==> src/rtl/cr_timer_pkg.sv <==
package cr_timer_pkg;

  // Control byte; the bit order is the software-visible layout.
  typedef struct packed {
    logic ovf;       // 7 overflow flag
    logic ext;       // 6 trigger flag
    logic rx_sel;    // 5 receive tick from this timer
    logic tx_sel;    // 4 transmit tick from this timer
    logic ext_en;    // 3 trigger pin enable
    logic run;       // 2 count enable
    logic cnt_mode;  // 1 count pin edges instead of prescale tick
    logic cap_mode;  // 0 capture instead of reload on trigger
  } ctrl_t;

  localparam int unsigned CTRL_ADDR = 0;

endpackage

==> src/rtl/cr_pin_sync.sv <==
module cr_pin_sync #(
  parameter int unsigned STAGES = 2,
  parameter logic        IDLE   = 1'b1
) (
  input  logic clk,
  input  logic rst,
  input  logic pin,
  output logic fall
);
  // sh[STAGES-1] is the synchronized sample, sh[STAGES] the previous one.
  logic [STAGES:0] sh;

  always_ff @(posedge clk) begin
    if (rst) sh <= {(STAGES+1){IDLE}};
    else     sh <= {sh[STAGES-1:0], pin};
  end

  assign fall = sh[STAGES] & ~sh[STAGES-1];
endmodule

==> src/rtl/cr_ctrl_reg.sv <==
module cr_ctrl_reg
  import cr_timer_pkg::*;
(
  input  logic       clk,
  input  logic       rst,
  input  logic       wr_en,
  input  logic [7:0] wdata,
  input  logic       ovf_set,
  input  logic       ext_set,
  output ctrl_t      ctrl,
  output logic       irq
);
  ctrl_t nxt;

  always_comb begin
    nxt = ctrl;
    if (wr_en)   nxt = ctrl_t'(wdata);
    if (ovf_set) nxt.ovf = 1'b1;   // hardware set beats a same-cycle write
    if (ext_set) nxt.ext = 1'b1;
  end

  always_ff @(posedge clk) begin
    if (rst) begin
      ctrl <= '0;
      irq  <= 1'b0;
    end else begin
      ctrl <= nxt;
      irq  <= nxt.ovf | nxt.ext;
    end
  end
endmodule

==> src/rtl/cr_count_core.sv <==
module cr_count_core #(
  parameter int unsigned CNT_W = 16,
  localparam int unsigned BYTES = CNT_W / 8
) (
  input  logic             clk,
  input  logic             rst,
  input  logic             inc,
  input  logic             reload_mode,
  input  logic             trig_act,
  input  logic [BYTES-1:0] cnt_byte_we,
  input  logic [BYTES-1:0] cap_byte_we,
  input  logic [7:0]       wdata,
  output logic [CNT_W-1:0] count,
  output logic [CNT_W-1:0] cap,
  output logic             ovf
);
  logic             at_top;
  logic             do_load;
  logic             do_capt;
  logic [CNT_W-1:0] cnt_base;
  logic [CNT_W-1:0] cnt_nxt;
  logic [CNT_W-1:0] cap_nxt;

  assign at_top  = &count;
  assign ovf     = inc & at_top;
  assign do_load = reload_mode & (ovf | trig_act);
  assign do_capt = ~reload_mode & trig_act;

  always_comb begin
    if (do_load)  cnt_base = cap;
    else if (inc) cnt_base = count + 1'b1;
    else          cnt_base = count;
    cnt_nxt = cnt_base;
    for (int b = 0; b < BYTES; b++)
      if (cnt_byte_we[b]) cnt_nxt[b*8 +: 8] = wdata;
  end

  always_comb begin
    cap_nxt = cap;
    for (int b = 0; b < BYTES; b++)
      if (cap_byte_we[b]) cap_nxt[b*8 +: 8] = wdata;
    if (do_capt) cap_nxt = count;
  end

  always_ff @(posedge clk) begin
    if (rst) begin
      count <= '0;
      cap   <= '0;
    end else begin
      count <= cnt_nxt;
      cap   <= cap_nxt;
    end
  end
endmodule

==> src/rtl/cr_timer.sv <==
module cr_timer
  import cr_timer_pkg::*;
#(
  parameter int unsigned CNT_W       = 16,
  parameter int unsigned SYNC_STAGES = 2,
  localparam int unsigned BYTES  = CNT_W / 8,
  localparam int unsigned NREG   = 1 + 2 * BYTES,
  localparam int unsigned ADDR_W = $clog2(NREG)
) (
  input  logic              clk,
  input  logic              rst,
  input  logic              bus_wr,
  input  logic [ADDR_W-1:0] bus_addr,
  input  logic [7:0]        bus_wdata,
  output logic [7:0]        bus_rdata,
  input  logic              prescale_tick,
  input  logic              cnt_pin,
  input  logic              trig_pin,
  input  logic              alt_rx_tick,
  input  logic              alt_tx_tick,
  output logic              irq,
  output logic              rx_tick,
  output logic              tx_tick
);
  localparam int unsigned NPIN = 2;

  logic [NPIN-1:0]  pin_vec;
  logic [NPIN-1:0]  fall_vec;
  logic             cnt_fall;
  logic             trig_fall;
  ctrl_t            ctrl;
  logic             ctrl_wr;
  logic [BYTES-1:0] cnt_byte_we;
  logic [BYTES-1:0] cap_byte_we;
  logic             cnt_wr;
  logic             baud;
  logic             reload_mode;
  logic             trig_act;
  logic             inc;
  logic             ovf_pulse;
  logic [CNT_W-1:0] count;
  logic [CNT_W-1:0] cap;
  logic [7:0]       rd_mux;

  assign pin_vec = {trig_pin, cnt_pin};

  for (genvar p = 0; p < NPIN; p++) begin : g_sync
    cr_pin_sync #(.STAGES(SYNC_STAGES), .IDLE(1'b1)) u_sync (
      .clk  (clk),
      .rst  (rst),
      .pin  (pin_vec[p]),
      .fall (fall_vec[p])
    );
  end

  assign cnt_fall  = fall_vec[0];
  assign trig_fall = fall_vec[1];

  // Address decode
  assign ctrl_wr = bus_wr && (bus_addr == ADDR_W'(CTRL_ADDR));
  always_comb begin
    for (int b = 0; b < BYTES; b++) begin
      cnt_byte_we[b] = bus_wr && (bus_addr == ADDR_W'(1 + b));
      cap_byte_we[b] = bus_wr && (bus_addr == ADDR_W'(1 + BYTES + b));
    end
  end
  assign cnt_wr = |cnt_byte_we;

  // Mode resolution
  assign baud        = ctrl.rx_sel | ctrl.tx_sel;
  assign reload_mode = baud | ~ctrl.cap_mode;
  assign trig_act    = trig_fall & ctrl.ext_en & ~baud;
  assign inc         = ctrl.run & (ctrl.cnt_mode ? cnt_fall : prescale_tick);

  cr_count_core #(.CNT_W(CNT_W)) u_core (
    .clk         (clk),
    .rst         (rst),
    .inc         (inc),
    .reload_mode (reload_mode),
    .trig_act    (trig_act),
    .cnt_byte_we (cnt_byte_we),
    .cap_byte_we (cap_byte_we),
    .wdata       (bus_wdata),
    .count       (count),
    .cap         (cap),
    .ovf         (ovf_pulse)
  );

  cr_ctrl_reg u_ctrl (
    .clk     (clk),
    .rst     (rst),
    .wr_en   (ctrl_wr),
    .wdata   (bus_wdata),
    .ovf_set (ovf_pulse & ~baud),
    .ext_set (trig_act),
    .ctrl    (ctrl),
    .irq     (irq)
  );

  // Read path, registered
  always_comb begin
    rd_mux = 8'h00;
    if (bus_addr == ADDR_W'(CTRL_ADDR)) rd_mux = ctrl;
    for (int b = 0; b < BYTES; b++) begin
      if (bus_addr == ADDR_W'(1 + b))         rd_mux = count[b*8 +: 8];
      if (bus_addr == ADDR_W'(1 + BYTES + b)) rd_mux = cap[b*8 +: 8];
    end
  end

  always_ff @(posedge clk) begin
    if (rst) begin
      bus_rdata <= 8'h00;
      rx_tick   <= 1'b0;
      tx_tick   <= 1'b0;
    end else begin
      bus_rdata <= rd_mux;
      rx_tick   <= ctrl.rx_sel ? ovf_pulse : alt_rx_tick;
      tx_tick   <= ctrl.tx_sel ? ovf_pulse : alt_tx_tick;
    end
  end
endmodule

==> config.mk <==
export PLATFORM = sky130hd
export DESIGN_NAME = cr_timer
export DESIGN_NICKNAME = d
export VERILOG_FILES = /design/src/rtl/cr_timer_pkg.sv /design/src/rtl/cr_pin_sync.sv /design/src/rtl/cr_ctrl_reg.sv /design/src/rtl/cr_count_core.sv /design/src/rtl/cr_timer.sv
export SDC_FILE = /design/constraint.sdc
export NUM_CORES = 1
export LEC_CHECK = 0
export CAP_MARGIN = 0
export CORE_UTILIZATION = 65
export DETAILED_ROUTE_END_ITERATION = 16
export DONT_BUFFER_PORTS = 1
export GPL_ROUTABILITY_DRIVEN = 0
export PLACE_DENSITY = 0.92
export SKIP_CTS_REPAIR_TIMING = 1
export SLEW_MARGIN = 20
export SYNTH_ARGS = -nofsm -noshare
export SYNTH_HDL_FRONTEND = slang
export SYNTH_SLANG_ARGS = --single-unit
==> constraint.sdc <==
create_clock -name clk -period 4.1 [get_ports clk]
set_input_delay 0.41 -clock clk [delete_from_list [all_inputs] [get_ports clk]]
set_output_delay 0.41 -clock clk [all_outputs]
set_load 0.1 [all_outputs]
==> results.py, run 1 <==
metrics = {
    "clock_network": {
        "clkLatencyLatePin_ns": 0.35,
        "clock-root-buffer": "clkbuf_8",
        "cts.sinks": 57,
        "htreeDepth": 3,
        "max-clock-path-buffers": 2,
        "cts-buffers-inserted": 9,
        "tritoncts": "done",
        "clkTransAtPathRegs_ns": 0.07,
    },
    "worst_setup_path": {
        "rrSetupSlack_ns": 1.58,
        "path_max_fanout": 17,
        "required_ns": 4.30,
        "cp-end-kind": "register",
        "worst-setup-path-type": "register to register",
        "arrival_ns": 2.72,
        "crit-reg2reg-launch": "u_core.count[0]",
        "worst_setup_path_start_kind": "register",
        "rr_worst_depth": 6,
        "crit-reg2reg-capture": "u_core.count[6]",
    },
    "final_layout": {
        "nets": 365,
        "final_layout_size_suffix_gt1_share_pct": 12.0,
        "antenna_cells": 0,
        "final_area_mm2": 0.00331,
        "layoutNonFillerInstCount": 417,
        "area_delta_synth_final_pct": 4.30,
    },
    "hold_path": {
        "worstHoldStart": "rst",
        "hp-class": "primary input to register",
        "holdPathStages": 1,
        "min_to": "u_ctrl.ctrl[3]",
    },
    "synthesis": {
        "yosysSeqAreaShare_pct": 36.0,
        "ys.flop_type": "dfxtp_1",
        "async_flop_share_pct": 0,
        "synth_fp_nets": 385,
        "syn_area_per_cell_um2": 8.69,
        "synth.distinct_cells": 56,
        "synth-edff-count": 0,
        "syn_inst": 365,
        "synth_warnings": 0,
        "ys_seq_elements": 57,
        "synthesis.area_mm2": 0.00317,
    },
    "die": {
        "die_area_mm2": 0.00517,
        "rows": 25,
        "pin_count": 30,
        "core_area_mm2": 0.00472,
        "die_w_um": 71.9,
        "die_h_um": 71.9,
        "start_util_pct": 67.2,
    },
    "place": {
        "placed_cells": 401,
        "numPortBuffers": 0,
        "placed_area_mm2": 0.00311,
        "place_hpwl_um": 5880,
    },
    "global_routing": {
        "grt.overflow.total": 0,
        "grt_start_max_net_pins": 58,
        "grt_pass1_vias": 2747,
        "groute.layer.met2.usage_pct": 53.9,
        "met1_usage_pct": 47.7,
        "grt.busiest_layer": "met2",
        "grt_use_met3_pct": 10.1,
        "grt_usage_pct": 36.1,
        "antenna_found_initial": 0,
        "grt_pass1_wl_um": 14000,
    },
    "drt": {
        "vias": 3021,
        "vias_per_cell": 7.24,
        "drc": 0,
        "drt-initial-drc-count": 526,
        "routed_wl_um": 8790,
        "drtAntennaViolNets": 0,
        "drtPass1Iterations": 6,
        "wl_per_cell_um": 21.1,
    },
    "outcome": {
        "outcome": "finished clean",
    },
    "sta": {
        "finClkSkew_ns": 0.00836,
        "worstMarginPinSlew_ns": 1.06,
        "setup_viol": 0,
        "min_period_ns": 2.52,
        "hold_violations": 0,
        "fin_tns_setup_ns": 0,
        "finalCritPeriodShare_pct": 61.4,
        "rsz0062_at_grt": "no",
        "fmaxAchievable_mhz": 398,
        "maxSlewViolCount": 0,
        "slew_headroom_pct": 29.5,
    },
    "flow_run": {
        "cap_viol_max_count": 0,
    },
    "pwr": {
        "irDropWorstVdd_mv": 0.211,
        "leakagePower_nw": 1.20,
        "powerDensity_mw_per_mm2": 367,
    },
}
[synthesized netlist by cell type (all sizes together), types with 6 or more instances]
cell type | n | share of area, %
a21oi | 15 | 2.4
nor2 | 40 | 4.7
nand2 | 34 | 4.0
o221ai | 6 | 1.7
a22oi | 7 | 1.7
a221oi | 6 | 1.7
a2111oi | 12 | 3.5
or2 | 8 | 1.6
buf | 12 | 2.5
o211ai | 6 | 1.4
and2 | 6 | 1.2
a211oi | 16 | 3.8
mux2i | 17 | 5.4
mux2 | 8 | 2.8
nand3 | 24 | 4.2
o21ai | 6 | 0.95
dfxtp | 57 | 36
a31oi | 8 | 2.1
xor2 | 8 | 2.2
clkbuf | 21 | 2.5
[cell type report]
| cell class | instances | area, um^2 |
|---|---|---|
| Fill cell | 346 | 1410 |
| Inverter | 3 | 11.3 |
| Multi-Input combinational cell | 272 | 1860 |
| Sequential cell | 57 | 1140 |
| Timing Repair Buffer | 2 | 15.0 |
| Clock inverter | 5 | 55.1 |
| Tap cell | 67 | 83.8 |
| Clock buffer | 11 | 141 |
[cells by family (layout without fill, tap and decap cells)]
family                   after synthesis  after routing  synth area share (%)
adder cells (fa/ha/maj)                1              1                 0.394
AND/OR/NAND/NOR                      140            140                  23.5
buffers and inverters                 36             21                  5.36
flip-flops                            57             57                  36.0
XOR/XNOR                              13             13                  3.59
AO/OA/AOI/OAI                         91             91                  21.4
multiplexers                          27             27                  9.74
[state kept, by name, indices dropped and copies added, names as in the netlist]
| register | cells |
|---|---|
| bus_rdata | 8 |
| g_sync.u_sync.sh | 6 |
| u_ctrl.ctrl | 8 |
| u_ctrl.irq | 1 |
| u_core.cap | 16 |
| u_core.count | 16 |
| tx_tick | 1 |
| rx_tick | 1 |
[worst max path at each step]
stage,start,endpoint,slack [ns],depth (start not counted)
6_report,u_core.count[0],u_core.count[6],1.58,6
5_1_grt,u_core.count[0],u_core.count[8],1.43,6
4_1_cts,u_core.count[0],u_core.count[6],1.67,6
3_5_place_dp,u_core.count[0],u_core.count[6],1.69,6
3_3_place_gp,bus_addr[0],u_ctrl.irq,1.90,5
2_1_floorplan,u_core.count[0],u_core.count[2],2.13,6
[routing by layer]
layer | wire (um) | share of wire, %
met5 | 0 | 0
met3 | 1030 | 12
met2 | 3910 | 44
met4 | 447 | 5.1
met1 | 3410 | 39
[critical path: stages (launching register included)]
cell and delay (ns):
dfxtp_1 0.49, ha_1 0.32, nand4_4 0.18, nor4_4 0.49, a31oi_4 0.32, a2111oi_0 0.46
a2111oi_1 0.11
[report_power, final]
part           internal [mW]  switching, mW  total (mW)
registers              0.570         0.0487       0.619
logic                 0.0312         0.0329      0.0640
clock network          0.295          0.237       0.532
[stage by stage]
stage	utilization, %	hold slack, ns	power, mW	setup slack, ns
2_1_floorplan	-	0.389	0.690	2.13
3_3_place_gp	65.9	0.393	0.688	1.90
3_5_place_dp	65.9	0.406	0.692	1.69
4_1_cts	70.1	0.114	1.21	1.67
5_1_grt	70.1	0.108	1.25	1.43
6_report	70.1	0.121	1.21	1.58
[layout by cell type (no fill, tap or decap), types with 3 or more instances in the layout]
cell type / Yosys / final
and2_1: 5 / 5
nor2_1: 40 / 40
or2_2: 8 / 8
nor4_1: 3 / 3
nor3_1: 5 / 5
mux2_2: 8 / 8
a2111oi_0: 7 / 7
xor2_1: 8 / 8
o211ai_1: 6 / 6
mux2i_1: 17 / 17
nand2_1: 34 / 34
a31oi_1: 7 / 7
a221oi_1: 6 / 6
a22oi_1: 7 / 7
a2111oi_1: 5 / 5
inv_1: 3 / 3
a211oi_1: 16 / 16
xnor2_1: 5 / 5
nand3_1: 23 / 23
clkbuf_8: 0 / 10
o221ai_1: 6 / 6
nand2b_1: 4 / 4
a21oi_1: 15 / 15
o21ai_0: 6 / 6
dfxtp_1: 57 / 57
(Power assumes the default switching activity.)
==> run 2: changes to the inputs <==
--- a/config.mk
+++ b/config.mk
@@ -6,11 +6,11 @@
 export NUM_CORES = 1
 export LEC_CHECK = 0
 export CAP_MARGIN = 0
-export CORE_UTILIZATION = 65
+export CORE_UTILIZATION = 57
 export DETAILED_ROUTE_END_ITERATION = 16
 export DONT_BUFFER_PORTS = 1
 export GPL_ROUTABILITY_DRIVEN = 0
-export PLACE_DENSITY = 0.92
+export PLACE_DENSITY = 0.86
 export SKIP_CTS_REPAIR_TIMING = 1
 export SLEW_MARGIN = 20
 export SYNTH_ARGS = -nofsm -noshare
==> constraint.sdc (replaced) <==
create_clock -name clk -period 2 [get_ports clk]
set_input_delay 0.2 -clock clk [delete_from_list [all_inputs] [get_ports clk]]
set_output_delay 0.2 -clock clk [all_outputs]
set_load 0.1 [all_outputs]
==> run 2 against run 1 <==
The run now ends with negative hold slack, negative setup slack left. Non-clock buffer count is 51 higher. First-iteration DRC count is 18% higher. Power is 120% higher. Flip-flop and latch count stayed put. Critical endpoint is now u_core.count[9]. Largest power group is now clock.
==> results.py, run 2 (synthesized netlist as in run 1, its figures left out) <==
metrics = {
    "final_layout": {
        "layoutNonFillerInstCount": 472,
        "multi_input_area_mm2": 0.00193,
        "area_delta_synth_final_pct": 20.5,
        "reg.largest.list": "u_core.cap (16), u_core.count (16)",
        "register_area_mm2": 0.00114,
        "layout_common_cells": "dfxtp_1, buf_4, nor2_1",
        "antenna_cells": 0,
        "nets": 417,
        "final_common_cell": "dfxtp_1",
        "final_layout_size_suffix_gt1_share_pct": 24.4,
        "nFillCells": 325,
    },
    "outcome": {
        "outcome": "finished with violations",
        "violations": "negative hold slack, negative setup slack",
    },
    "worst_setup_path": {
        "worst_setup_path_start_kind": "register",
        "cp-end-kind": "register",
        "crit_top_cell": "buf_4",
        "slowest_stage": "a31o_2",
        "arrival_ns": 2.28,
        "worst-setup-path-type": "register to register",
        "required_ns": 2.27,
        "path_max_fanout": 8,
        "max_stage_delay_ns": 0.37,
        "crit_chain": "nand3b_1 > buf_4 > a21boi_2 > a31o_2 > buf_4 > nand3_1 > o221ai_1",
    },
    "die": {
        "die_w_um": 76.6,
        "die_h_um": 76.6,
        "rows": 26,
        "pin_count": 30,
        "start_util_pct": 60.6,
        "die_area_mm2": 0.00587,
        "core_area_mm2": 0.00524,
    },
    "global_routing": {
        "grt_usage_pct": 35.0,
        "grt_pass1_vias": 3025,
        "antenna_found_initial": 0,
        "grt.overflow.total": 0,
        "grt_start_max_net_pins": 58,
        "grt_pass1_wl_um": 15600,
    },
    "sta": {
        "fin_ws_ns": -0.0164,
        "min_period_ns": 2.02,
        "fin_hold_ws_ns": -0.00497,
        "worstMarginPinSlew_ns": 0.917,
        "setup_viol": 1,
        "hold_violations": 1,
        "maxSlewViolCount": 0,
        "finClkSkew_ns": 0.00460,
        "slew_headroom_pct": 38.6,
        "fin_tns_setup_ns": -0.0164,
        "fmaxAchievable_mhz": 496,
        "finalCritPeriodShare_pct": 101,
    },
    "drt": {
        "drt-initial-drc-count": 622,
        "routed_wl_um": 10700,
        "wl_per_cell_um": 22.7,
        "drc": 0,
        "vias": 3336,
        "drtAntennaViolNets": 0,
        "vias_per_cell": 7.07,
        "drtPass1Iterations": 6,
    },
    "clock_network": {
        "cts.sinks": 57,
        "htreeDepth": 3,
        "max-clock-path-buffers": 2,
        "clock-root-buffer": "clkbuf_8",
        "clkTransAtPathRegs_ns": 0.07,
        "tritoncts": "done",
        "clkLatencyLatePin_ns": 0.35,
        "cts-buffers-inserted": 9,
    },
    "flow_run": {
        "cap_viol_max_count": 0,
    },
    "pwr": {
        "leakagePower_nw": 1.48,
        "powerDensity_mw_per_mm2": 709,
        "irDropWorstVdd_mv": 0.673,
    },
    "place": {
        "placed_cells": 446,
        "numPortBuffers": 0,
        "place_hpwl_um": 6400,
    },
    "hold_path": {
        "hp-class": "primary input to register",
    },
}
-- run 2: cell types whose count changed in the layout (fill, tap and decap cells not counted), moves of 2 or more --
cell / previous run / this run
a2111oi_0: 7 / 1
dlygate4sd3_1: 0 / 5
a2111oi_2: 0 / 5
clkinv_2: 2 / 0
buf_4: 2 / 47
-- run 2: cell type report --
| cell class | instances | area share, % |
|---|---|---|
| inverter | 3 | 0.294 |
| clock buffer | 10 | 3.60 |
| tap | 70 | 2.29 |
| sequential | 57 | 29.8 |
| clock inverter | 6 | 2.39 |
| timing repair buffer | 53 | 11.1 |
| multi-input combinational | 273 | 50.5 |
-- run 2: per-layer routing --
metal  wire length (um)  GRT usage [%]
met3               1270           10.3
met4                535           21.9
met5                  0              0
met1               4060           44.8
met2               4820           51.4
-- run 2: worst paths after layout --
kind,startpoint,to,slack [ns],depth (start not counted)
hold reg to reg,g_sync[0].u_sync.sh[0],g_sync[0].u_sync.sh[1],0.42,1
setup / recovery,u_ctrl.ctrl[1],u_core.count[9],-0.02,7
hold / removal,bus_wdata[0],u_ctrl.ctrl[0],-0.005,2
setup reg to reg,u_ctrl.ctrl[1],u_core.count[9],-0.02,7
-- run 2: where the power goes --
| part | switching (mW) | internal, mW | total [mW] |
|---|---|---|---|
| combinational | 0.175 | 0.102 | 0.277 |
| clock | 0.504 | 0.736 | 1.24 |
| sequential | 0.0279 | 1.17 | 1.20 |
| total | 0.706 | 2.01 | 2.71 |
-- run 2: per-stage QoR --
| stage | cell area [um^2] | power (mW) | utilization [%] | hold slack (ns) | setup WS (ns) |
|---|---|---|---|---|---|
| 2_1_floorplan | 3170 | 1.41 | - | 0.304 | 0.0349 |
| 3_3_place_gp | 3430 | 1.44 | 65.5 | 0.279 | -0.0478 |
| 3_5_place_dp | 3430 | 1.45 | 65.5 | 0.280 | -0.187 |
| 4_1_cts | 3660 | 2.68 | 69.9 | -0.0918 | -0.237 |
| 5_1_grt | 3820 | 2.79 | 73.0 | 0.00191 | -0.0160 |
| 6_report | 3820 | 2.71 | 73.0 | -0.00497 | -0.0164 |
-- run 2: worst max-delay path: cells and delay by family (launching register included) --
family                 cells  cell delay [ns]
AO/OA/AOI/OAI              3             0.86
buffers and inverters      2             0.39
AND/OR/NAND/NOR            2             0.35
flip-flops                 1             0.34
==> run 3: changes to the inputs <==
--- a/config.mk
+++ b/config.mk
@@ -10,6 +10,7 @@
 export DETAILED_ROUTE_END_ITERATION = 16
 export DONT_BUFFER_PORTS = 1
 export GPL_ROUTABILITY_DRIVEN = 0
+export MAX_ROUTING_LAYER = met4
 export PLACE_DENSITY = 0.86
 export SKIP_CTS_REPAIR_TIMING = 1
 export SLEW_MARGIN = 20
==> run 3 against run 2 <==
The run ends with negative hold slack left. Wire length fell by 4.1%. Via count down 2.1%. Power hardly changed. Combinational power barely moved. Non-clock buffer count is the same. Critical path type unchanged. Register-to-register slack better by 0.09 ns. Worst hold slack gained 0.0019 ns. Sequential power about the same. Design area is essentially flat. Flip-flop and latch count is the same.
==> results.py, run 3 (synthesized netlist as in run 1, its figures left out) <==
metrics = {
    "outcome": {
        "outcome": "finished with violations",
        "violations": "negative hold slack",
    },
    "drt": {
        "routed_wl_um": 10300,
        "drtPass1Iterations": 5,
        "vias": 3265,
        "drc": 0,
        "drtAntennaViolNets": 0,
        "drt-initial-drc-count": 544,
        "wl_per_cell_um": 21.7,
        "vias_per_cell": 6.92,
    },
    "sta": {
        "fmaxAchievable_mhz": 520,
        "worstMarginPinSlew_ns": 0.902,
        "hold_violations": 1,
        "finClkSkew_ns": 0.00526,
        "finalCritPeriodShare_pct": 96.2,
        "maxSlewViolCount": 0,
        "slew_headroom_pct": 39.6,
        "min_period_ns": 1.92,
        "setup_viol": 0,
        "fin_tns_setup_ns": 0,
        "fin_ws_ns": 0.0758,
        "fin_hold_ws_ns": -0.00304,
    },
    "global_routing": {
        "grt_pass1_vias": 3019,
        "grt.overflow.total": 0,
        "grt_start_max_net_pins": 58,
        "grt_pass1_wl_um": 15600,
        "grt_usage_pct": 35.9,
        "antenna_found_initial": 0,
    },
    "worst_setup_path": {
        "crit-reg2reg-launch": "g_sync[0].u_sync.sh[1]",
        "worst-setup-path-type": "register to register",
        "rrSetupSlack_ns": 0.08,
        "worst_setup_path_start_kind": "register",
        "crit_path_end": "u_core.count[9]",
        "rr_worst_depth": 7,
        "crit-reg2reg-capture": "u_core.count[9]",
        "path_max_fanout": 8,
        "arrival_ns": 2.19,
        "cp-end-kind": "register",
        "startpoint": "g_sync[0].u_sync.sh[1]",
        "required_ns": 2.27,
    },
    "die": {
        "rows": 26,
        "start_util_pct": 60.6,
        "die_h_um": 76.6,
        "pin_count": 30,
        "die_w_um": 76.6,
        "core_area_mm2": 0.00524,
        "die_area_mm2": 0.00587,
    },
    "place": {
        "placed_area_mm2": 0.00343,
        "place_hpwl_um": 6400,
        "post-place-ws_ns": -0.187,
        "placed_cells": 446,
        "numPortBuffers": 0,
    },
    "final_layout": {
        "final_layout_size_suffix_gt1_share_pct": 24.6,
        "final_area_mm2": 0.00383,
        "antenna_cells": 0,
        "area_delta_synth_final_pct": 20.6,
        "layoutNonFillerInstCount": 472,
        "layout_common_cells": "dfxtp_1, buf_4, nor2_1",
        "nFillCells": 327,
        "final_common_cell": "dfxtp_1",
        "utilization_pct": 73.1,
        "nets": 417,
        "reg.largest.list": "u_core.cap (16), u_core.count (16)",
    },
    "pwr": {
        "irDropWorstVdd_mv": 0.751,
        "leakagePower_nw": 1.48,
        "powerDensity_mw_per_mm2": 708,
        "total_power_mw": 2.71,
    },
    "clock_network": {
        "cts-buffers-inserted": 9,
        "htreeDepth": 3,
        "cts.sinks": 57,
        "clkLatencyLatePin_ns": 0.35,
        "max-clock-path-buffers": 2,
        "clkTransAtPathRegs_ns": 0.07,
        "clock-root-buffer": "clkbuf_8",
        "tritoncts": "done",
    },
    "hold_path": {
        "worstHoldStart": "bus_wdata[0]",
        "hp-class": "primary input to register",
    },
    "flow_run": {
        "cap_viol_max_count": 0,
    },
}
[run 3: cell count changes in the layout (fill, tap and decap cells not counted)]
cell | previous run | this run
dfxtp_1 | 57 | 56
dfxtp_2 | 0 | 1
[run 3: area by class of cell]
| cell class | count | area [um^2] | area share, % |
|---|---|---|---|
| clock buffers | 10 | 138 | 3.60 |
| repair buffers | 53 | 423 | 11.1 |
| well taps | 70 | 87.6 | 2.29 |
| multi-input cells | 273 | 1930 | 50.5 |
| clock inverters | 6 | 91.3 | 2.39 |
| flip-flops and latches | 57 | 1140 | 29.9 |
| inverters | 3 | 11.3 | 0.294 |
[run 3: per-layer routing]
metal	share of wire (%)	wire length [um]	vias up	global-route usage, %
met5	0	0	-	-
met4	4.9	504	0	21.3
met3	12	1240	62	9.94
met2	46	4710	268	52.0
met1	37	3800	1511	44.6
li1	-	-	1424	-
[run 3: worst max-delay path: stages (launching register included)]
cell and delay (ns):
dfxtp_1 0.32, nand4b_1 0.21, buf_4 0.18, a21boi_2 0.35, a31o_2 0.36, buf_4 0.20, nand3_1 0.09, o221ai_1 0.12
[run 3: worst min path at each step]
stage | to | slack (ns) | cells after the start
6_report | u_ctrl.ctrl[0] | -0.003 | 2
3_3_place_gp | u_ctrl.ctrl[0] | 0.28 | 1
5_1_grt | u_ctrl.ctrl[5] | 0.004 | 2
2_1_floorplan | g_sync[0].u_sync.sh[0] | 0.30 | 1
4_1_cts | u_core.cap[1] | -0.09 | 1
3_5_place_dp | bus_rdata[4] | 0.28 | 1
[run 3: where the power goes]
group	internal [mW]	total [mW]	switching [mW]	leakage, nW
clock	0.736	1.24	0.503	0.105
combinational	0.103	0.275	0.172	0.907
sequential	1.17	1.20	0.0275	0.464
total	2.01	2.71	0.703	1.48
